$ cat src/rtl/sport_pkg.sv
package sport_pkg;
    localparam int FLAG_OVR = 0;
    localparam int FLAG_UDR = 1;
    localparam int FLAG_FSE = 2;
    localparam int FLAG_RRQ = 3;
    localparam int N_ERR    = 3;

    typedef enum logic [1:0] {
        FR_IDLE = 2'd0,
        FR_BUSY = 2'd1,
        FR_DONE = 2'd2
    } frame_state_e;
endpackage

$ cat src/rtl/sport_fifo.sv
module sport_fifo #(
    parameter int W     = 32,
    parameter int DEPTH = 16,
    localparam int AW   = $clog2(DEPTH),
    localparam int CW   = $clog2(DEPTH + 1)
) (
    input  logic          clk,
    input  logic          rst_n,
    input  logic          flush,
    input  logic          push,
    input  logic [W-1:0]  din,
    input  logic          pop,
    output logic [W-1:0]  head,
    output logic [CW-1:0] count,
    output logic          full,
    output logic          empty
);
    logic [W-1:0]  mem [DEPTH];
    logic [AW-1:0] rd_ptr, wr_ptr;
    logic          do_push, do_pop;

    assign full    = (count == CW'(DEPTH));
    assign empty   = (count == '0);
    assign do_push = push && !full && !flush;
    assign do_pop  = pop && !empty && !flush;
    assign head    = mem[rd_ptr];

    function automatic logic [AW-1:0] bump(input logic [AW-1:0] p);
        return (p == AW'(DEPTH - 1)) ? '0 : p + 1'b1;
    endfunction

    always_ff @(posedge clk or negedge rst_n) begin
        if (!rst_n) begin
            rd_ptr <= '0;
            wr_ptr <= '0;
            count  <= '0;
        end else if (flush) begin
            rd_ptr <= '0;
            wr_ptr <= '0;
            count  <= '0;
        end else begin
            if (do_push) wr_ptr <= bump(wr_ptr);
            if (do_pop)  rd_ptr <= bump(rd_ptr);
            unique case ({do_push, do_pop})
                2'b10:   count <= count + 1'b1;
                2'b01:   count <= count - 1'b1;
                default: count <= count;
            endcase
        end
    end

    always_ff @(posedge clk) begin
        if (do_push) mem[wr_ptr] <= din;
    end

    // occupancy never passes the depth
    a_r2_count_bound: assert property (@(posedge clk) disable iff (!rst_n)
        count <= CW'(DEPTH));

    // a push into a full queue without a pop leaves it full
    a_r5_full_drop: assert property (@(posedge clk) disable iff (!rst_n)
        push && full && !pop && !flush |=> count == CW'(DEPTH));
endmodule

$ cat src/rtl/sport_frame_fsm.sv
module sport_frame_fsm
    import sport_pkg::*;
#(
    parameter int SLOTS = 2,
    localparam int SW   = $clog2(SLOTS + 1)
) (
    input  logic clk,
    input  logic rst_n,
    input  logic active,
    input  logic fsync,
    input  logic slot_end,
    output logic fse_evt
);
    frame_state_e state, state_nx;
    logic [SW-1:0] slots, slots_nx;
    logic          last_slot;

    assign last_slot = slot_end && (slots == SW'(SLOTS - 1));

    always_ff @(posedge clk or negedge rst_n) begin
        if (!rst_n) begin
            state <= FR_IDLE;
            slots <= '0;
        end else begin
            state <= state_nx;
            slots <= slots_nx;
        end
    end

    always_comb begin
        state_nx = state;
        slots_nx = slots;
        if (!active) begin
            state_nx = FR_IDLE;
            slots_nx = '0;
        end else begin
            unique case (state)
                FR_IDLE: if (fsync) begin
                    state_nx = FR_BUSY;
                    slots_nx = '0;
                end
                FR_BUSY: if (fsync) begin
                    state_nx = FR_BUSY;
                    slots_nx = '0;
                end else if (last_slot) begin
                    state_nx = FR_DONE;
                    slots_nx = '0;
                end else if (slot_end) begin
                    slots_nx = slots + 1'b1;
                end
                FR_DONE: if (fsync) begin
                    state_nx = FR_BUSY;
                    slots_nx = '0;
                end
                default: begin
                    state_nx = FR_IDLE;
                    slots_nx = '0;
                end
            endcase
        end
    end

    always_comb begin
        fse_evt = 1'b0;
        unique case (state)
            FR_BUSY: fse_evt = active && fsync && !last_slot;
            default: fse_evt = 1'b0;
        endcase
    end

    // a sync out of idle always opens a frame
    a_r7_start: assert property (@(posedge clk) disable iff (!rst_n)
        active && fsync && state == FR_IDLE |=> state == FR_BUSY);

    // without any enable the tracker returns to idle
    a_r10_halt: assert property (@(posedge clk) disable iff (!rst_n)
        !active |=> state == FR_IDLE);
endmodule

$ cat src/rtl/sport_flags.sv
module sport_flags
    import sport_pkg::*;
(
    input  logic       clk,
    input  logic       rst_n,
    input  logic       ovr_evt,
    input  logic       udr_evt,
    input  logic       fse_evt,
    input  logic       rx_req,
    input  logic       clr_wr,
    input  logic [3:0] clr_data,
    input  logic [3:0] irq_en,
    output logic [3:0] status,
    output logic       tx_irq,
    output logic       rx_irq
);
    logic [N_ERR-1:0] err_q, set_v, clr_v;

    always_comb begin
        set_v           = '0;
        set_v[FLAG_OVR] = ovr_evt;
        set_v[FLAG_UDR] = udr_evt;
        set_v[FLAG_FSE] = fse_evt;
        clr_v           = clr_wr ? clr_data[N_ERR-1:0] : '0;
    end

    always_ff @(posedge clk or negedge rst_n) begin
        if (!rst_n) err_q <= '0;
        else        err_q <= (err_q & ~clr_v) | set_v;
    end

    always_comb begin
        status           = '0;
        status[N_ERR-1:0] = err_q;
        status[FLAG_RRQ] = rx_req;
        tx_irq           = |(err_q & irq_en[N_ERR-1:0]);
        rx_irq           = rx_req && irq_en[FLAG_RRQ];
    end

    // an overrun event lands even against a clearing write
    a_r9_set_wins: assert property (@(posedge clk) disable iff (!rst_n)
        ovr_evt |=> status[FLAG_OVR]);

    // write-1 clears when no event competes
    a_r8_w1c: assert property (@(posedge clk) disable iff (!rst_n)
        clr_wr && clr_data[FLAG_UDR] && !udr_evt |=> !status[FLAG_UDR]);

    // a set bit is held unless it is cleared
    a_r8_hold: assert property (@(posedge clk) disable iff (!rst_n)
        status[FLAG_FSE] && !(clr_wr && clr_data[FLAG_FSE]) |=> status[FLAG_FSE]);
endmodule

$ cat src/rtl/sport_fifo_flags.sv
module sport_fifo_flags
    import sport_pkg::*;
#(
    parameter int WIDTH = 32,
    parameter int DEPTH = 16,
    parameter int SLOTS = 2,
    localparam int CW   = $clog2(DEPTH + 1)
) (
    input  logic             clk,
    input  logic             rst_n,
    input  logic             tx_en,
    input  logic             rx_en,
    input  logic             host_wr,
    input  logic [WIDTH-1:0] host_wr_data,
    input  logic             host_rd,
    output logic [WIDTH-1:0] host_rd_data,
    input  logic             ser_load,
    output logic [WIDTH-1:0] ser_tx_data,
    input  logic             ser_push,
    input  logic [WIDTH-1:0] ser_rx_data,
    input  logic             fsync,
    input  logic             slot_end,
    input  logic [CW-1:0]    rx_watermark,
    input  logic             st_clr_wr,
    input  logic [3:0]       st_clr_data,
    input  logic [3:0]       irq_en,
    output logic [3:0]       status,
    output logic             tx_irq,
    output logic             rx_irq
);
    logic [WIDTH-1:0] tx_head, last_sent;
    logic [CW-1:0]    tx_count, rx_count;
    logic             tx_full, tx_empty, rx_full, rx_empty;
    logic             tx_pop, ovr_evt, udr_evt, fse_evt, rx_req;

    assign tx_pop  = ser_load && tx_en && !tx_empty;
    assign ovr_evt = host_wr && tx_en && tx_full;
    assign udr_evt = ser_load && tx_en && tx_empty;
    assign rx_req  = rx_count > rx_watermark;

    sport_fifo #(.W(WIDTH), .DEPTH(DEPTH)) u_txq (
        .clk   (clk),
        .rst_n (rst_n),
        .flush (!tx_en),
        .push  (host_wr),
        .din   (host_wr_data),
        .pop   (tx_pop),
        .head  (tx_head),
        .count (tx_count),
        .full  (tx_full),
        .empty (tx_empty)
    );

    sport_fifo #(.W(WIDTH), .DEPTH(DEPTH)) u_rxq (
        .clk   (clk),
        .rst_n (rst_n),
        .flush (!rx_en),
        .push  (ser_push),
        .din   (ser_rx_data),
        .pop   (host_rd),
        .head  (host_rd_data),
        .count (rx_count),
        .full  (rx_full),
        .empty (rx_empty)
    );

    always_ff @(posedge clk or negedge rst_n) begin
        if (!rst_n)      last_sent <= '0;
        else if (tx_pop) last_sent <= tx_head;
    end
    assign ser_tx_data = last_sent;

    sport_frame_fsm #(.SLOTS(SLOTS)) u_frame (
        .clk      (clk),
        .rst_n    (rst_n),
        .active   (tx_en || rx_en),
        .fsync    (fsync),
        .slot_end (slot_end),
        .fse_evt  (fse_evt)
    );

    sport_flags u_flags (
        .clk      (clk),
        .rst_n    (rst_n),
        .ovr_evt  (ovr_evt),
        .udr_evt  (udr_evt),
        .fse_evt  (fse_evt),
        .rx_req   (rx_req),
        .clr_wr   (st_clr_wr),
        .clr_data (st_clr_data),
        .irq_en   (irq_en),
        .status   (status),
        .tx_irq   (tx_irq),
        .rx_irq   (rx_irq)
    );

    // an underrun resends the word already on the line
    a_r4_resend: assert property (@(posedge clk) disable iff (!rst_n)
        ser_load && tx_en && tx_empty |=> $stable(ser_tx_data));

    // an overrun write leaves the queue exactly full
    a_r3_discard: assert property (@(posedge clk) disable iff (!rst_n)
        host_wr && tx_en && tx_full && !ser_load |=> tx_count == CW'(DEPTH));

    // a disabled transmit side holds an empty queue
    a_r10_flush: assert property (@(posedge clk) disable iff (!rst_n)
        !tx_en |=> tx_empty);

    // with both sides disabled no error bit moves except by clearing
    a_r10_quiet: assert property (@(posedge clk) disable iff (!rst_n)
        !tx_en && !rx_en && !st_clr_wr |=> $stable(status[2:0]));

    // the receive queue never reports full and empty together
    a_r5_consistent: assert property (@(posedge clk) disable iff (!rst_n)
        !(rx_full && rx_empty));
endmodule

$ cat config.mk
export PLATFORM = sky130hd
export DESIGN_NAME = sport_fifo_flags
export DESIGN_NICKNAME = d
export VERILOG_FILES = /design/src/rtl/sport_pkg.sv /design/src/rtl/sport_fifo.sv /design/src/rtl/sport_frame_fsm.sv /design/src/rtl/sport_flags.sv /design/src/rtl/sport_fifo_flags.sv
export SDC_FILE = /design/constraint.sdc
export NUM_CORES = 1
export LEC_CHECK = 0
export ABC_AREA = 1
export BUFFER_PORTS_ARGS = -buffer_cell sky130_fd_sc_hd__buf_2
export CAP_MARGIN = 0
export CELL_PAD_IN_SITES_DETAIL_PLACEMENT = 1
export CELL_PAD_IN_SITES_GLOBAL_PLACEMENT = 1
export CORE_MARGIN = 2
export CORE_UTILIZATION = 28
export CTS_CLUSTER_SIZE = 30
export DETAILED_ROUTE_END_ITERATION = 16
export PLACE_DENSITY_LB_ADDON = 0.1
export SLEW_MARGIN = 20
export SYNTH_ARGS = -nofsm -noshare
export SYNTH_HDL_FRONTEND = slang
export SYNTH_HIERARCHICAL = 1
export SYNTH_SLANG_ARGS = --single-unit
$ cat constraint.sdc
create_clock -name clk -period 4.5 [get_ports clk]
set_clock_uncertainty 0.2 [all_clocks]
set_input_delay 1.35 -clock clk [delete_from_list [all_inputs] [get_ports clk]]
set_output_delay 1.35 -clock clk [all_outputs]
set_load 0.02 [all_outputs]
==> results of run 1 <==
[registers in the layout, indices dropped and copies added, names as in the netlist]
name / count
ser_tx_data: 32
u_flags/err_q: 3
u_frame/slots: 2
u_frame/state: 2
u_rxq/count: 5
u_rxq/mem: 512
u_rxq/rd_ptr: 4
u_rxq/wr_ptr: 4
u_txq/count: 5
u_txq/mem: 512
u_txq/rd_ptr: 4
u_txq/wr_ptr: 4
[cells in the final DEF (no fill, tap or decap), types with 3 or more instances in the layout]
cell / instances
sky130_fd_sc_hd__a21oi_1: 175
sky130_fd_sc_hd__buf_12: 41
sky130_fd_sc_hd__buf_2: 155
sky130_fd_sc_hd__buf_4: 48
sky130_fd_sc_hd__buf_6: 6
sky130_fd_sc_hd__bufinv_16: 5
sky130_fd_sc_hd__clkbuf_1: 32
sky130_fd_sc_hd__clkbuf_16: 132
sky130_fd_sc_hd__clkinv_1: 30
sky130_fd_sc_hd__clkinv_2: 14
sky130_fd_sc_hd__clkinv_8: 10
sky130_fd_sc_hd__dfrtp_1: 57
sky130_fd_sc_hd__dfrtp_2: 4
sky130_fd_sc_hd__dfrtp_4: 4
sky130_fd_sc_hd__edfxtp_1: 1024
sky130_fd_sc_hd__ha_1: 21
sky130_fd_sc_hd__inv_1: 113
sky130_fd_sc_hd__inv_16: 3
sky130_fd_sc_hd__inv_2: 9
sky130_fd_sc_hd__nand2_1: 643
sky130_fd_sc_hd__nand2_2: 4
sky130_fd_sc_hd__nand3_1: 166
sky130_fd_sc_hd__nand4_1: 78
sky130_fd_sc_hd__nor2_1: 354
sky130_fd_sc_hd__nor2_4: 30
sky130_fd_sc_hd__nor3_2: 3
sky130_fd_sc_hd__o211ai_1: 77
sky130_fd_sc_hd__o21ai_0: 312
sky130_fd_sc_hd__o21ai_1: 82
sky130_fd_sc_hd__o22ai_1: 58
[worst reg2reg max path: stages (launching register included)]
cell and delay [ns]:
sky130_fd_sc_hd__dfrtp_4 0.71, sky130_fd_sc_hd__inv_2 0.17, sky130_fd_sc_hd__nand2_4 0.15, sky130_fd_sc_hd__inv_4 0.48
sky130_fd_sc_hd__buf_12 0.31, sky130_fd_sc_hd__nand3_1 0.12, sky130_fd_sc_hd__nand2_1 0.08, sky130_fd_sc_hd__a21oi_1 0.05
sky130_fd_sc_hd__o21ai_1 0.19, sky130_fd_sc_hd__nand2_1 0.12, sky130_fd_sc_hd__nand2_1 0.08, sky130_fd_sc_hd__nand2_1 0.05
[per-layer routing]
metal  part of all wire  global-route usage  vias to the layer above  wire length (microns)
met5            0.00089                   0                        -                    121
met4              0.023              0.0505                       18                   3070
met3              0.035              0.0287                      197                   4770
met2               0.49               0.289                      416                  66000
met1               0.45               0.226                    14029                  61700
li1                   -                   -                    12785                      -
[repair_timing]
item | in CTS | in global routing
gates cloned | 0 | 0
hold buffers | 0 | 0
buffers inserted | 0 | 0
resized for setup | 2 | 5
setup endpoints to repair | 5 | 13
endpoints found under the hold margin | 0 | 0
[worst paths after layout]
path                               endpoint  cells past startpoint
max                        host_rd_data[29]                      9
min                          ser_tx_data[6]                      2
max reg2reg                 ser_tx_data[27]                     11
min reg2reg                  ser_tx_data[6]                      2
max in group asynchronous   ser_tx_data[18]                      2
min in group asynchronous    ser_tx_data[2]                      1
[cell type report]
class,instances,area share
multi-input combinational,2024,0.189
tap,2044,0.0499
inverter,127,0.00986
antenna,2,0.0000977
clock inverter,65,0.0117
clock buffer,166,0.0673
timing repair buffer,250,0.0395
sequential,1089,0.632
[power groups by stage]
stage | Clock, mW | Combinational (mW) | Sequential [mW]
after floorplan | 0 | 2.54 | 11.9
after global placement | 0 | 4.18 | 11.8
after detailed placement | 0 | 4.20 | 11.8
after CTS | 10.4 | 4.21 | 11.6
after global routing | 10.8 | 4.58 | 11.6
final | 10.1 | 4.06 | 11.5
[per-stage QoR]
stage / cell area (sq um) / instances / TNS [ns] / utilization
after floorplan: 43400 / 3435 / -12.21 / -
after global placement: 47200 / 5534 / 0 / 0.306
after detailed placement: 47200 / 5534 / 0 / 0.306
after CTS: 51200 / 5765 / 0 / 0.333
after global routing: 51200 / 5767 / -0.00481 / 0.333
final: 51200 / 5767 / 0 / 0.333
==> impl.org, run 1 <==
** Status
- The flow ran to the end, and the final reports show no timing, DRC or antenna violations.

** Place
- Post-Place Worst Slack :: 0.485 ns
- Placer congestion estimate :: 0.703
- Post-DP HPWL :: 70.9 mm
- Count of input and output buffers :: 156

** Worst setup path
- In this design, the stage delay of the slowest critical-path cell is 0.61 ns.
- Counting both buffers and inverters, the worst setup path holds a total of 3.
- STA classifies the critical path endpoint as an output port.
- The slowest stage of the critical path is the sky130_fd_sc_hd__dfrtp_4 cell.
- The most critical setup path has its startpoint at u_rxq/rd_ptr[1].
- The setup check on the worst reg-to-reg path leaves a slack of 1.68 ns.
- Gate family responsible for the most delay along the worst path :: buffers and inverters
- Series of cell instances along the critical path :: nand2_2 > clkinv_1 > buf_4 > nand3_1 > nand2_1 > a21oi_1 > o21ai_1 > nand2_1 > buf_2
- The critical path is of the reg -> out type.
- The cell that appears most often on the critical path is sky130_fd_sc_hd__nand2_1.
- At the worst endpoint, the required time is 2.95 ns.
- FF-to-FF Start :: u_txq/rd_ptr[1]
- Startpoint class of the critical path :: flop
- In this run the worst path has a maximum fanout of 19.
- For the worst setup path, the data arrival time is around 2.8 ns.

** Route
- DRT iter0 DRCs :: 1487
- Antenna violation net count after detailed routing :: 0
- Total detailed-routing wirelength :: roughly 140 mm
- Via density per instance :: 4.76
- Dividing the detail-routed wire length by the instance count gives between 20 and 25 microns.
- First drt pass iteration count :: 5
- Remaining design rule violation count :: 0
- The detailed router placed 27445 vias in this run.

** GRT
- Aggregate global-route resource usage :: 0.172
- Entering global routing, the biggest net connects 152 pins.
- The initial antenna violation count came to 21.
- The first global-routing pass estimated 198 mm of wire.
- Grt ovf :: 0
- Number of global-route vias before repair :: around 28000

** Cells and area
- Registers take 32400 sq um.
- Compared with the post-synthesis result, the final layout area differs by 17.9%.
- Of the cells placed in the final design, the portion with a size suffix greater than 1 is 0.130.
- Fill cells in the final layout number 16416.
- Net count, final :: between 3000 and 4000
- The multi-input combinational cells in the finished layout cover a total of 9710 sq um.

** Synthesis
- The cell area that synthesis handed to floorplanning was 43400 sq um.
- The cell count after synthesis came out at 3435.
- During synthesis, Yosys emitted a total of 6 warnings.
- Net Count, Synth :: 3546
- Syn avg cell area :: 12.6 sq um

** Hold path
- The startpoint identified for the worst hold timing path is ser_tx_data[6].
- The path class of the tightest hold or removal check is reg -> reg.

** Floorplan
- The die is 398 microns wide.
- Effective utilization at floorplan :: 0.282
- Core Rows :: 144
- The floorplan step defined a die boundary enclosing 158000 sq um.
- Vertical die dimension :: 398 microns
- Count of boundary I/O pins :: 158
- Core area :: between 150000 and 200000 sq um

** Pwr
- Of the total power, registers draw 0.449.
- Lkg Pwr :: about 18 nW
- Summed over all nets, the switching power comes to between 7 and 8 mW.
- Combinational Power Share :: 0.158
- Cell area power density :: 502 nW/um^2
- Internal cell power :: 18.2 mW
- The share of total power dissipated in the clock network is 0.393.
- Worst supply voltage drop on vdd :: 370 uV
- Power consumption :: 25.7 mW
- Net Sw Frac :: 0.290

** Clocking
- The number of clock buffers added by TritonCTS is ~130.
- Clock slew at the register clock pins of the worst setup and hold paths :: 0.05 ns
- The tree is rooted in a sky130_fd_sc_hd__clkbuf_16.
- Sinks on the clock net :: 1089
- Clock tree from TritonCTS :: built
- At the later pin of the worst-skew pair, clock insertion delay measures 0.77 ns.
- CTS Buffer Depth :: 3
- Level count of the clock H-tree :: 4

** STA
- Dividing the final minimum period by the clock period gives 0.962.
- Actual slew at the worst max-slew pin :: 0.942 ns
- Worst hold-check slack :: 0.271 ns
- Fmax :: about 230 MHz
- Final Max Tran Viols :: 0
- Normalized max-slew margin :: 0.371
- Clock period minus final worst setup slack :: 4.33 ns
- Number of endpoints with negative hold slack in the final report :: 0
- Setup violators final :: 0
- Post-route worst setup slack :: about 0.17 ns
- Setup repair after global routing could not meet its margin everywhere.

** Flow run
- Max-cap violations in this run came to 0.
Power figures use the tool's default switching activity.
==> inputs of run 2 (changes only) <==
--- a/config.mk
+++ b/config.mk
@@ -14,8 +14,8 @@
 export CORE_UTILIZATION = 28
 export CTS_CLUSTER_SIZE = 30
 export DETAILED_ROUTE_END_ITERATION = 16
+export GPL_TIMING_DRIVEN = 0
 export PLACE_DENSITY_LB_ADDON = 0.1
-export SLEW_MARGIN = 20
 export SYNTH_ARGS = -nofsm -noshare
 export SYNTH_HDL_FRONTEND = slang
 export SYNTH_HIERARCHICAL = 1
==> impl.org, run 2 (same netlist as run 1, synthesis figures left out) <==
** STA
- On the final layout, the worst hold slack is 0.274 ns.
- The routed design could run at a clock period as short as 4.43 ns.
- Actual slew at the worst max-slew pin :: 1.13 ns
- Dividing the final minimum period by the clock period gives 0.985.
- Fmax :: 226 MHz
- Setup violations remaining at the end of the flow were counted as 0.
- Final Max Tran Viols :: 0
- Measured against its own limit, the worst slew margin works out to 0.245.
- Number of endpoints with negative hold slack in the final report :: 0

** Worst setup path
- The worst setup path is captured at an output port.
- Largest driver fanout on the critical path :: 10
- Data arrives at the worst endpoint at 2.88 ns.
- The startpoint identified for the worst register-to-register timing path is u_txq/count[1].
- For this run, the slowest stage of the critical path takes 0.64 ns.
- STA classifies the critical path startpoint as a flop.
- The worst setup path is of the reg -> out kind.
- At the worst endpoint, the required time is approximately 3.0 ns.
- Among all stages on the critical path, the largest delay is contributed by sky130_fd_sc_hd__clkbuf_1.
- Beginning of the critical path :: u_rxq/rd_ptr[0]
- Series of cell instances along the critical path :: buf_8 > clkbuf_1 > o21ai_0 > nand4_1 > nand2_2 > buf_4

** Floorplan
- The die is 398 microns wide.
- The die covers about 160000 sq um.
- The initialized floorplan defines 144 standard-cell rows.
- In this run the standard cell core region covers between 150000 and 200000 sq um.
- Vertical die dimension :: 398 microns
- Count of boundary I/O pins :: 158
- The initial utilization of the core area, before any placement, comes to 0.282.

** Clocking
- At the later pin of the worst-skew pair, clock insertion delay measures 0.75 ns.
- Clock-pin slew was measured on the worst setup and hold paths at 0.06 ns.
- Sinks on the clock net :: 1089
- In this run, post-CTS hold repair placed 0 buffers.
- Clock tree from TritonCTS :: built
- Buffers inserted during clock tree synthesis total 132.
- The clock tree synthesis step divided the H-tree into 4 levels.
- In this run the deepest clock path goes through 3 buffers.
- Clock tree root buffer cell :: sky130_fd_sc_hd__clkbuf_16

** Status
- Run status :: complete, no violations

** Route
- After detailed routing, the number of vias per cell comes to 4.85.
- Remaining design rule violation count :: 0
- Antenna violation net count after detailed routing :: 0
- Total detailed-routing wirelength :: 156 mm
- DR vias :: 28728
- First drt pass iteration count :: 5
- Avg WL per Cell :: 26.4 microns
- DRT iter0 DRCs :: 1754

** Cells and area
- From synthesis to final layout, the design area changed by 20.3%.
- Leaving out fill and tap cells, the most frequent cell in the layout is sky130_fd_sc_hd__edfxtp_1.
- Filler cell count in the final layout :: 16498
- Share of final-layout standard cells stronger than drive strength 1 :: 0.149
- For this run, the post-layout net count is between 3000 and 4000.
- The library cells used most frequently in the layout, excluding fill and tap cells, are 1024 x sky130_fd_sc_hd__edfxtp_1, 641 x sky130_fd_sc_hd__nand2_1, 354 x sky130_fd_sc_hd__nor2_1.

** Place
- The HPWL after detailed placement is 105 mm.
- Count of input and output buffers :: around 160
- Placer congestion estimate :: ~0.73

** Hold path
- Critical hold path startpoint :: ser_tx_data[23]
- Class of the tightest hold or removal check :: reg -> reg

** Flow run
- Max-cap violations :: 0

** GRT
- First-pass GRT wire length :: 221 mm
- Grt ovf :: 0
- The initial antenna violation count is 15.
- Number of global-route vias before repair :: 29397
- Aggregate global-route resource usage :: 0.197
- Pin count of the biggest net entering global routing :: between 40 and 50

** Pwr
- Cell area power density :: 516 nW/um^2
- The design draws approximately 27 mW.
- For this design the static power due to leakage is 18.4 nW.
- VDD sags by at most about 350 uV.
## run 2: cell count changes in the layout (fill, tap and decap cells not counted), sizes merged
cell      change
buf          +65
bufinv        -1
clkbuf       +98
clkinv       -11
clkinvlp      +2
inv           +3
## run 2: path summary, 6_finish.rpt
| check | endpoint | slack, ns | depth (start not counted) |
|---|---|---|---|
| worst max register to register | u_txq/count[4] | 0.86 | 20 |
| min in group asynchronous | ser_tx_data[8] | 0.32 | 1 |
| max in group asynchronous | u_rxq/rd_ptr[1] | 3.09 | 2 |
| worst min-delay path | ser_tx_data[23] | 0.27 | 2 |
| worst max-delay path | host_rd_data[21] | 0.07 | 6 |
| worst min register to register | ser_tx_data[23] | 0.27 | 2 |
## run 2: critical path: cells and delay by family, from the launching register on
family	cells	cell delay (ns)
buffers and inverters	3	1.03
and+or+nand+nor	2	0.45
DFF	1	0.42
AOI/OAI and AO/OA	1	0.22
## run 2: power by group
part	switching [mW]	internal (mW)	leakage (nW)
logic	3.77	1.42	6.35
clock network	4.36	5.90	2.00
registers	0.144	11.4	10.1
## run 2: per-layer routing
| metal | GRT usage | vias up | part of all wire |
|---|---|---|---|
| met1 | 0.253 | 14891 | 0.44 |
| li1 | - | 13106 | - |
| met5 | 0 | - | 0.00032 |
| met2 | 0.346 | 507 | 0.50 |
| met3 | 0.0280 | 216 | 0.032 |
| met4 | 0.0489 | 8 | 0.022 |
## run 2: stage by stage
step | util | cells | setup slack, ns | area [sq um] | TNS, ns
finish | 0.339 | 5923 | 0.0668 | 52300 | 0
global route | 0.339 | 5922 | -0.0197 | 52300 | -0.0382
CTS | 0.339 | 5917 | -0.00879 | 52200 | -0.00892
detailed placement | 0.311 | 5680 | 0.0658 | 47900 | 0
global placement | 0.304 | 5635 | -4.15 | 46800 | -2142.19
floorplan | - | 3435 | -0.127 | 43400 | -12.21
## run 2: layout make-up
class,instances,area [sq um],area share
Clock inverter,58,528,0.0101
Antenna cell,2,5.00,0.0000958
Inverter,127,504,0.00965
Timing Repair Buffer,205,1720,0.0328
Sequential cell,1089,32400,0.620
Tap cell,2044,2560,0.0489
Multi-Input combinational cell,2024,9710,0.186
Clock buffer,179,3610,0.0691
Buffer,195,1240,0.0238
## run 2: repair_timing
| action | in CTS | in global routing |
|---|---|---|
| pin swaps | 4 | 4 |
| resized for setup | 60 | 19 |
| gates cloned | 0 | 1 |
| setup buffers | 0 | 3 |
| setup endpoints to repair | 32 | 14 |
